`src/rtl/shift_fifo.sv`:
```
module shift_fifo #(
  parameter int DEPTH = 4,
  parameter int WIDTH = 8
) (
  input  logic             clk,
  input  logic             rst,
  input  logic             wr,
  input  logic [WIDTH-1:0] din,
  input  logic             rd,
  output logic [WIDTH-1:0] dout,
  output logic             full,
  output logic             empty
);

  logic [WIDTH-1:0] stage_q [DEPTH];
  logic [DEPTH-1:0] occ_q;
  logic [DEPTH-1:0] occ_shift;
  logic [DEPTH-1:0] slot;
  logic [DEPTH:0]   occ_below;
  logic             pop, push;

  assign pop  = rd & occ_q[0];
  assign push = wr & ~occ_q[DEPTH-1];

  assign occ_shift = pop ? {1'b0, occ_q[DEPTH-1:1]} : occ_q;
  assign occ_below = {occ_shift, 1'b1};

  genvar i;
  generate
    for (i = 0; i < DEPTH; i++) begin : g_stage
      assign slot[i] = push & ~occ_shift[i] & occ_below[i];

      if (i < DEPTH-1) begin : g_mid
        always_ff @(posedge clk) begin
          if (rst)          stage_q[i] <= '0;
          else if (slot[i]) stage_q[i] <= din;
          else if (pop)     stage_q[i] <= stage_q[i+1];
        end
      end else begin : g_top
        always_ff @(posedge clk) begin
          if (rst)          stage_q[i] <= '0;
          else if (slot[i]) stage_q[i] <= din;
        end
      end
    end
  endgenerate

  always_ff @(posedge clk) begin
    if (rst) occ_q <= '0;
    else     occ_q <= occ_shift | slot;
  end

  assign dout  = stage_q[0];
  assign full  = occ_q[DEPTH-1];
  assign empty = ~occ_q[0];

endmodule

```
`config.mk`:
```
export PLATFORM = sky130hd
export DESIGN_NAME = shift_fifo
export DESIGN_NICKNAME = d
export VERILOG_FILES = /design/src/rtl/shift_fifo.sv
export SDC_FILE = /design/constraint.sdc
export NUM_CORES = 1
export LEC_CHECK = 0
export ABC_AREA = 0
export BUFFER_PORTS_ARGS = -buffer_cell sky130_fd_sc_hd__buf_2
export CORE_MARGIN = 3
export CORE_UTILIZATION = 48
export CTS_CLUSTER_DIAMETER = 40
export DETAILED_ROUTE_END_ITERATION = 10
export GPL_ROUTABILITY_DRIVEN = 0
export PLACE_DENSITY = 0.74
export SYNTH_ARGS = -nofsm -noshare
export SYNTH_HDL_FRONTEND = slang
export SYNTH_SLANG_ARGS = --single-unit
```
`constraint.sdc`:
```
create_clock -name clk -period 1.7 [get_ports clk]
set_input_delay 0.085 -clock clk [delete_from_list [all_inputs] [get_ports clk]]
set_output_delay 0.085 -clock clk [all_outputs]
set_load 0.02 [all_outputs]
```
==> flow_summary.yaml <==
synthesis:
  netlist_top_cells_count: "edfxtp_1 (32), inv_1 (11), and2_1 (9), buf_4 (9)"
  synthTopCellsByArea: "edfxtp_1 (55%), a32o_1 (4.6%), dfxtp_1 (4.6%)"
  synth_top_area_share_pct: 55.3
  synth_cell_type_count: 31
  yosys.area.top_type: "edfxtp_1"
  synth_seq_cells: 36
  synthFlopType: "edfxtp_1"
  postSynthAreaPerCell_um2: 13.1
  synth_edf_count: 32
  synth.most_common_cell: "edfxtp_1"
  syn-cell-area_um2: 1740
  synthArstFlopShare_pct: 0
  synth_nets: 145
  synth_cells: 133
  ys_warn_count: 0
  seq_area_frac_synth_pct: 59.9
sta:
  finalSetupTns_ps: 0
  period_share_pct: 89.9
  max_freq_mhz: 655
  clock-skew-final_ps: 8.80
  rsz0062_at_grt: "false"
  finalCriticalPeriod_ps: 1530
  timing.hold.ws_ps: 32.5
  timing.final.ws_setup_ps: 172
  tightest_slew_ps: 619
  finalSetupViolCount: 0
  relSlewSlack_pct: 58.4
  hold_viol: 0
  drv_slew: 0
global_routing:
  grt_util_all_layers_pct: 16.0
  first_global_vias: 1040
  grt_max_degree: 26
  grt_pass1_wl_um: 5060
  grt-ovfl-total: 0
  antenna_found_initial: 0
power_and_ir_drop:
  p_leak_nw: 0.744
  p_clk_share_pct: 26.4
  power.total_w: 0.00169
  p_int_w: 0.00126
  vdd_drop_max_mv: 0.375
  p_sw_w: 0.000434
  pwr-share-seq_pct: 61.9
  p_comb_share_pct: 11.8
  swShare_pct: 25.7
  power_density_nw_per_um2: 876
route:
  ant_nets: 0
  drc: 0
  avgRoutedWirePerCell_um: 14.7
  via_per_inst: 5.60
  wirelength_um: 2980
  vias: 1131
  drtIter0Drc: 70
  drt_pass1_iterations: 4
setup_path:
  cp.arrival_ps: 1680
  endpoint_kind: "flop"
  crit_fanout: 9
  crit_path_start_kind: "flop"
  criticalPathCategory: "flop to flop"
  crit_required_ps: 1850
cts:
  cts_tree: "yes"
  clk-insertion-delay-late_ps: 340
  postCtsSetupRepairBufs: 0
  cts_buffers: 5
  clockBufferDepth: 2
  clock_sinks: 36
  cts.clk_slew.worst_paths_ps: 110
  root_buffer: "clkbuf_4"
  cts_max_level: 2
floorplan:
  dieWidth_um: 66.2
  rows: 21
  initial_core_util_pct: 50.9
  die_area_um2: 4380
  core_um2: 3420
  die_y_um: 66.2
  pin_count: 22
finish:
  fill_cells: 288
  diodes: 0
  areaGrowthSynthToFinish_pct: 10.9
  layout.nets: 167
  drive_gt1_share_pct: 26.9
placement:
  place_ws_ps: 104
  dpl.hpwl_um: 2250
  io_buffers: 21
status:
  status: "completed"
job:
  cap_viol_max_count: 0
hold_path:
  hold_class: "input pin to flop"
-- power by group through the flow --
stage / Sequential [W] / Combinational, W / Clock, W
floorplan: 0.00106 / 0.000152 / 0
global placement: 0.00106 / 0.000194 / 0
detailed placement: 0.00107 / 0.000200 / 0
CTS: 0.00105 / 0.000200 / 0.000459
global route: 0.00105 / 0.000219 / 0.000491
finish: 0.00105 / 0.000199 / 0.000445
-- what timing repair did --
action / in CTS / in global routing
endpoints found under the setup margin: 0 / 8
gates resized for setup: 0 / 1
hold buffers: 0 / 0
-- metrics by stage --
step	util [%]	instances	cell area (µm²)
final	56.4	202	1930
after global routing	56.4	202	1930
after CTS	56.4	202	1930
after detailed placement	54.7	194	1870
after global placement	54.7	194	1870
after floorplan	-	133	1740
-- area by class of cell --
type / count / area [µm²] / share of cell area, %
flip-flops and latches: 36 / 1040 / 54.0
clock buffers: 5 / 37.5 / 1.95
inverters: 11 / 41.3 / 2.14
clock inverters: 3 / 18.8 / 0.973
repair buffers: 28 / 158 / 8.18
well taps: 46 / 57.6 / 2.99
multi-input cells: 73 / 574 / 29.8
-- routing by layer --
metal  GRT usage (%)  up-vias  wire length (µm)
met5               0        -                 0
met4            6.85        0                54
met3            5.10        6               147
li1                -      554                 -
met2            24.8       29              1470
met1            20.4      542              1310
-- worst paths after layout --
kind | start | to | slack, ps | cells after the start
setup / recovery | occ_q[0]$_SDFF_PP0_ | stage_q[0][12]$_DFFE_PP_ | 170 | 3
hold / removal | wr | occ_q[2]$_SDFF_PP0_ | 30 | 3
setup reg to reg | occ_q[0]$_SDFF_PP0_ | stage_q[0][12]$_DFFE_PP_ | 170 | 3
hold reg to reg | stage_q[0][10]$_DFFE_PP_ | stage_q[0][2]$_DFFE_PP_ | 540 | 1
-- kinds of logic after synthesis --
logic type | synth area share, %
compound gates | 19.1
mux | 0.576
flops | 59.9
simple gates | 13.2
buf+inv | 7.27
-- critical path, stage by stage (launching register included) --
cell and delay, ps:
dfxtp_1 490, nand3b_1 270, or3b_1 430, o32ai_1 140
-- sequential cells by signal, indices dropped and copies added, names as in the netlist --
register  count
stage_q      32
occ_q         4
-- cells in the final DEF (no fill, tap or decap), drive strengths merged, types with 4 or more instances in the layout --
master / synthesis / final
a22o: 8 / 8
a32o: 8 / 8
and2: 9 / 9
buf: 11 / 28
clkbuf: 2 / 5
dfxtp: 4 / 4
edfxtp: 32 / 32
inv: 11 / 11
nand2b: 4 / 4
nor2: 4 / 4
o21ai: 4 / 4
o32ai: 8 / 8
or3b: 8 / 8
No activity file was read; power rests on OpenSTA's default activity.
